**src/rtl/sat_pkg.sv**
```systemverilog
package sat_pkg;
  typedef enum logic [1:0] {
    ROW_IDLE = 2'b00,
    ROW_ACT  = 2'b01,
    ROW_PRE  = 2'b10,
    ROW_RSVD = 2'b11
  } row_op_e;

  // bit 2 marks auto-precharge; 100 is not a command
  typedef enum logic [2:0] {
    COL_IDLE = 3'b000,
    COL_RD   = 3'b001,
    COL_WR   = 3'b010,
    COL_NOP  = 3'b011,
    COL_RSVD = 3'b100,
    COL_RDA  = 3'b101,
    COL_WRA  = 3'b110,
    COL_NOPA = 3'b111
  } col_op_e;
endpackage

```
**src/rtl/sat_conflict_map.sv**
```systemverilog
module sat_conflict_map #(
  parameter int NUM_BANKS = 32,
  parameter int SPLIT     = NUM_BANKS / 2
) (
  input  logic [NUM_BANKS-1:0] open_i,
  output logic [NUM_BANKS-1:0] busy_o
);
  for (genvar b = 0; b < NUM_BANKS; b++) begin : g_bank
    logic lo_hit, hi_hit;
    if (b > 0 && b != SPLIT) begin : g_lo
      assign lo_hit = open_i[b-1];
    end else begin : g_lo_none
      assign lo_hit = 1'b0;
    end
    if (b < NUM_BANKS - 1 && b != SPLIT - 1) begin : g_hi
      assign hi_hit = open_i[b+1];
    end else begin : g_hi_none
      assign hi_hit = 1'b0;
    end
    assign busy_o[b] = open_i[b] | lo_hit | hi_hit;
  end
endmodule

```
**src/rtl/sat_close_path.sv**
```systemverilog
module sat_close_path
  import sat_pkg::*;
#(
  parameter int NUM_BANKS = 32,
  parameter int BANK_W    = $clog2(NUM_BANKS)
) (
  input  logic                 clk_i,
  input  logic                 rst_ni,
  input  row_op_e              row_op_i,
  input  logic [BANK_W-1:0]    row_bank_i,
  input  col_op_e              col_op_i,
  input  logic [BANK_W-1:0]    col_bank_i,
  input  logic                 col_mask_i,
  input  logic                 xpre_i,
  input  logic [BANK_W-1:0]    xpre_bank_i,
  output logic [NUM_BANKS-1:0] close_o,
  output logic                 xpre_rej_o
);
  logic xpre_ok_q;
  logic col_auto, col_cmd, col_arm, xpre_go;

  always_comb begin
    col_auto   = col_op_i inside {COL_RDA, COL_WRA, COL_NOPA};
    col_cmd    = !(col_op_i inside {COL_IDLE, COL_RSVD});
    col_arm    = (col_op_i inside {COL_RD, COL_RDA}) ||
                 ((col_op_i inside {COL_WR, COL_WRA}) && !col_mask_i);
    xpre_go    = xpre_i && xpre_ok_q;
    xpre_rej_o = xpre_i && !xpre_ok_q;
  end

  // eligibility follows the most recent real column command
  always_ff @(posedge clk_i or negedge rst_ni) begin
    if (!rst_ni)      xpre_ok_q <= 1'b0;
    else if (col_cmd) xpre_ok_q <= col_arm;
  end

  for (genvar b = 0; b < NUM_BANKS; b++) begin : g_close
    assign close_o[b] = (row_op_i == ROW_PRE && row_bank_i == BANK_W'(b)) ||
                        (col_auto && col_bank_i == BANK_W'(b)) ||
                        (xpre_go && xpre_bank_i == BANK_W'(b));
  end
endmodule

```
**src/rtl/sat_bank_file.sv**
```systemverilog
module sat_bank_file #(
  parameter int NUM_BANKS = 32,
  parameter int ROW_W     = 9
) (
  input  logic                 clk_i,
  input  logic                 rst_ni,
  input  logic [NUM_BANKS-1:0] set_i,
  input  logic [NUM_BANKS-1:0] close_i,
  input  logic [ROW_W-1:0]     row_i,
  output logic [NUM_BANKS-1:0] open_o,
  output logic [ROW_W-1:0]     rows_o [NUM_BANKS]
);
  for (genvar b = 0; b < NUM_BANKS; b++) begin : g_bank
    logic             open_q;
    logic [ROW_W-1:0] row_q;
    always_ff @(posedge clk_i or negedge rst_ni) begin
      if (!rst_ni) begin
        open_q <= 1'b0;
        row_q  <= '0;
      end else if (set_i[b]) begin
        open_q <= 1'b1;
        row_q  <= row_i;
      end else if (close_i[b]) begin
        open_q <= 1'b0;
      end
    end
    assign open_o[b] = open_q;
    assign rows_o[b] = row_q;
  end
endmodule

```
**src/rtl/sa_bank_tracker.sv**
```systemverilog
module sa_bank_tracker
  import sat_pkg::*;
#(
  parameter int NUM_BANKS = 32,
  parameter int ROW_W     = 9,
  parameter int SPLIT     = NUM_BANKS / 2,
  parameter int BANK_W    = $clog2(NUM_BANKS)
) (
  input  logic                 clk_i,
  input  logic                 rst_ni,
  input  logic [1:0]           row_op_i,
  input  logic [BANK_W-1:0]    row_bank_i,
  input  logic [ROW_W-1:0]     row_addr_i,
  input  logic [2:0]           col_op_i,
  input  logic [BANK_W-1:0]    col_bank_i,
  input  logic                 col_mask_i,
  input  logic                 xpre_i,
  input  logic [BANK_W-1:0]    xpre_bank_i,
  input  logic [BANK_W-1:0]    query_bank_i,
  output logic [NUM_BANKS-1:0] open_o,
  output logic                 query_open_o,
  output logic [ROW_W-1:0]     query_row_o,
  output logic                 err_act_o,
  output logic                 err_xpre_o
);
  row_op_e              row_op;
  col_op_e              col_op;
  logic [NUM_BANKS-1:0] busy, set_vec, close_vec;
  logic [ROW_W-1:0]     rows [NUM_BANKS];
  logic                 act, act_bad, xpre_rej;
  logic                 err_act_q, err_xpre_q;

  assign row_op = row_op_e'(row_op_i);
  assign col_op = col_op_e'(col_op_i);

  sat_conflict_map #(.NUM_BANKS(NUM_BANKS), .SPLIT(SPLIT)) u_map (
    .open_i (open_o),
    .busy_o (busy)
  );

  sat_close_path #(.NUM_BANKS(NUM_BANKS), .BANK_W(BANK_W)) u_close (
    .clk_i       (clk_i),
    .rst_ni      (rst_ni),
    .row_op_i    (row_op),
    .row_bank_i  (row_bank_i),
    .col_op_i    (col_op),
    .col_bank_i  (col_bank_i),
    .col_mask_i  (col_mask_i),
    .xpre_i      (xpre_i),
    .xpre_bank_i (xpre_bank_i),
    .close_o     (close_vec),
    .xpre_rej_o  (xpre_rej)
  );

  // legality is judged on pre-edge state
  always_comb begin
    act     = (row_op == ROW_ACT);
    act_bad = act && busy[row_bank_i];
    set_vec = (act && !act_bad) ? (NUM_BANKS'(1) << row_bank_i) : '0;
  end

  sat_bank_file #(.NUM_BANKS(NUM_BANKS), .ROW_W(ROW_W)) u_file (
    .clk_i   (clk_i),
    .rst_ni  (rst_ni),
    .set_i   (set_vec),
    .close_i (close_vec),
    .row_i   (row_addr_i),
    .open_o  (open_o),
    .rows_o  (rows)
  );

  always_ff @(posedge clk_i or negedge rst_ni) begin
    if (!rst_ni) begin
      err_act_q  <= 1'b0;
      err_xpre_q <= 1'b0;
    end else begin
      err_act_q  <= act_bad;
      err_xpre_q <= xpre_rej;
    end
  end

  assign err_act_o    = err_act_q;
  assign err_xpre_o   = err_xpre_q;
  assign query_open_o = open_o[query_bank_i];
  assign query_row_o  = query_open_o ? rows[query_bank_i] : '0;
endmodule

```
**config.mk**
```make
export PLATFORM = sky130hd
export DESIGN_NAME = sa_bank_tracker
export DESIGN_NICKNAME = d
export VERILOG_FILES = /design/src/rtl/sat_pkg.sv /design/src/rtl/sat_conflict_map.sv /design/src/rtl/sat_close_path.sv /design/src/rtl/sat_bank_file.sv /design/src/rtl/sa_bank_tracker.sv
export SDC_FILE = /design/constraint.sdc
export NUM_CORES = 1
export LEC_CHECK = 0
export BUFFER_PORTS_ARGS = -buffer_cell sky130_fd_sc_hd__clkbuf_2
export CORE_ASPECT_RATIO = 0.75
export CORE_UTILIZATION = 50
export CTS_BUF_LIST = sky130_fd_sc_hd__clkbuf_4
export CTS_CLUSTER_DIAMETER = 100
export DETAILED_ROUTE_END_ITERATION = 10
export GPL_TIMING_DRIVEN = 0
export MAX_ROUTING_LAYER = met4
export PLACE_DENSITY = 0.67
export SKIP_LAST_GASP = 1
export SLEW_MARGIN = 5
export SYNTH_ARGS = -nofsm -noshare
export SYNTH_HDL_FRONTEND = slang
export SYNTH_HIERARCHICAL = 1
export SYNTH_SLANG_ARGS = --single-unit
```
**constraint.sdc**
```tcl
create_clock -name clk_i -period 6.1 [get_ports clk_i]
set_clock_uncertainty 0.1 [all_clocks]
set_input_delay 0.305 -clock clk_i [delete_from_list [all_inputs] [get_ports clk_i]]
set_output_delay 0.305 -clock clk_i [all_outputs]
set_load 0.05 [all_outputs]
```
==> metrics.cfg <==
[synthesis]
ys_seq_elements=323
avgSynthCellArea_um2=13.2
yosysWarnings=6
async_flop_share=1.00
synth_edf_count=0
synth-seq-area-share=0.476
yosysTopAreaCellShare=0.476
synthCells=1283
synth_flop_cell=dfrtp_1
synth_area_leader_cell=dfrtp_1
syn_nets=1321
yosysUniqueCellTypes=49
syn_area_mm2=0.0170
yosys-top-cells-area=dfrtp_1 (48%), mux2_2 (19%), mux4_2 (5.8%), mux2i_1 (4.7%), buf_6 (2.4%)

[clock_tree]
hold_buffers=20
root_buffer=clkbuf_4
h-tree-depth=3
cts_buffer_depth=3
clk_pin_slew_ns=0.06
post-cts-setup-buffers=0
cts_made_buffers=81
ctsResizeCount=0
clkSinkCount=323
worstSkewPairLatency_ns=0.77
cts_tree=done

[drt]
wirelength_um=50800
post_drt_wl_per_cell_um=25.8
vias_per_cell=6.11
ant_nets=0
first_iter_violations=1017
remaining_drc_errors=0
drt_pre_antenna_iters=5
num_vias=12000

[sta]
fin_crit_ns=3.85
tightest_slew_ns=0.967
timing.hold.ws_ns=0.0747
fmax_mhz=260
hold_viol=0
rsz0062_at_grt=no
min_period_over_period=0.631
final-setup-viol-count=0
relSlewSlack=0.355
final_max_slew_viol_count=0

[grt]
grt_pass1_wl_um=77600
antenna_found_initial=2
grt_pass1_vias=12200
grt_max_degree=102
grt_usage=0.312
grt_overflow=0

[power_and_ir_drop]
finalPower_mw=5.50
p_leak_nw=9.35
power.density_mw_per_mm2=286
vdd_drop_max_v=0.000188

[critical_path]
critPathMaxStageDelay_ns=0.57
crit_chain=buf_4, mux4_2, mux2_2, nand3_1, nand4_1, o211a_1, clkbuf_2
crit_fanout=10
crit_path_start_kind=register
worstPathBufferInverterCount=2
required_ns=5.69
crit_type=register to primary output
arrival_ns=3.45
crit_path_end_kind=primary output
critPathTopFamily=multiplexers
slowest_stage=nand4_1

[cells_and_area]
fin_area_mm2=0.0192
postLayoutCoreUtil=0.575
area_growth_pct=13.4
final_common_cell=dfrtp_1
final_cell_mix=dfrtp_1 (323), mux2_2 (290), clkbuf_4 (108)
nets=1506
drive_gt1_frac=0.444

[placement]
place.gp.congestion=0.928
dp_hpwl_um=35700
port_buffers=79
postPlaceCellArea_mm2=0.0180

[floorplan]
initial_core_util=0.507
die_width_um=215
die_area_mm2=0.0347
io_pins=82
std_cell_rows=58
die_height_um=162
coreArea_mm2=0.0335

[run]
cap_violations=0

[status]
status=finished clean

[worst_hold_path]
hp-class=primary input to register

[state kept, by name, summed over array words and instances, names as in the netlist]
| name | cells |
|---|---|
| err_act_o | 1 |
| err_xpre_o | 1 |
| u_close/xpre_ok_q | 1 |
| u_file/g_bank.open_q | 32 |
| u_file/g_bank.row_q | 288 |
[per-layer routing]
metal  wire (µm)  track usage  vias up
met5           0            -        -
met4        1330        0.111        0
met3        4900       0.0966       90
met2       21800        0.425      465
met1       22700        0.436     6282
li1            -            -     5193
[worst register-to-register path, stage by stage (launching register included)]
cell	delay [ns]
dfrtp_1	0.38
buf_4	0.17
or3_1	0.35
mux4_1	0.49
mux2i_1	0.37
a22oi_1	0.12
and3_1	0.17
buf_6	0.13
buf_12	0.14
nor4_2	0.30
buf_6	0.25
mux2_2	0.37
[cells in the mapped netlist, types with 10 or more instances]
cell	count
dfrtp_1	323
mux2_2	290
mux2i_1	80
mux4_2	44
buf_2	41
nand3_1	41
buf_4	39
a221oi_1	36
buf_6	36
inv_1	34
or3_1	33
a21o_1	32
clkbuf_1	24
o221ai_1	23
nand2_1	22
nor3_1	22
nand2b_1	12
nor2b_1	11
a22oi_1	10
o211a_1	10
o211ai_1	10
o21ai_0	10
[per-stage QoR]
| stage | setup TNS [ns] | instances | setup slack, ns |
|---|---|---|---|
| floorplan | 0 | 1283 | 3.09 |
| global placement | -751.61 | 1812 | -2.38 |
| detailed placement | 0 | 1815 | 2.52 |
| CTS | 0 | 1965 | 2.26 |
| global route | 0 | 1967 | 2.16 |
| finish | 0 | 1968 | 2.25 |
[power by group]
part	internal, mW	leakage, nW	switching [mW]	total (mW)
clock	0.986	0.594	0.881	1.87
combinational	0.502	4.41	0.623	1.12
sequential	2.39	4.35	0.121	2.51
[cell families after synthesis]
logic type,synth area share
AND/OR/NAND/NOR,0.0743
AO/OA/AOI/OAI,0.0739
multiplexers,0.307
flip-flops,0.476
buffers and inverters,0.0685
[area by class of cell]
type                            instances  area [µm²]
Fill cell                            2815       14200
Multi-Input combinational cell        779        7730
Clock inverter                         22         200
Antenna cell                            3        7.51
Inverter                               34         128
Clock buffer                          108         811
Sequential cell                       323        8080
Tap cell                              450         563
Timing Repair Buffer                  102         687
Buffer                                147        1040
[worst paths after layout]
path | startpoint | endpoint | slack [ns] | cells past startpoint
min in group asynchronous | rst_ni | u_file/g_bank[5].row_q[2] | 0.58 | 3
worst max-delay path | u_file/g_bank[15].open_q | query_row_o[8] | 2.25 | 7
worst max register to register | u_file/g_bank[8].open_q | u_file/g_bank[25].row_q[8] | 2.62 | 11
max in group asynchronous | rst_ni | u_file/g_bank[27].row_q[6] | 4.02 | 5
worst min-delay path | row_op_i[0] | u_file/g_bank[3].open_q | 0.07 | 6
worst min register to register | u_file/g_bank[0].open_q | u_file/g_bank[0].open_q | 0.38 | 1
(Power assumes the default switching activity.)
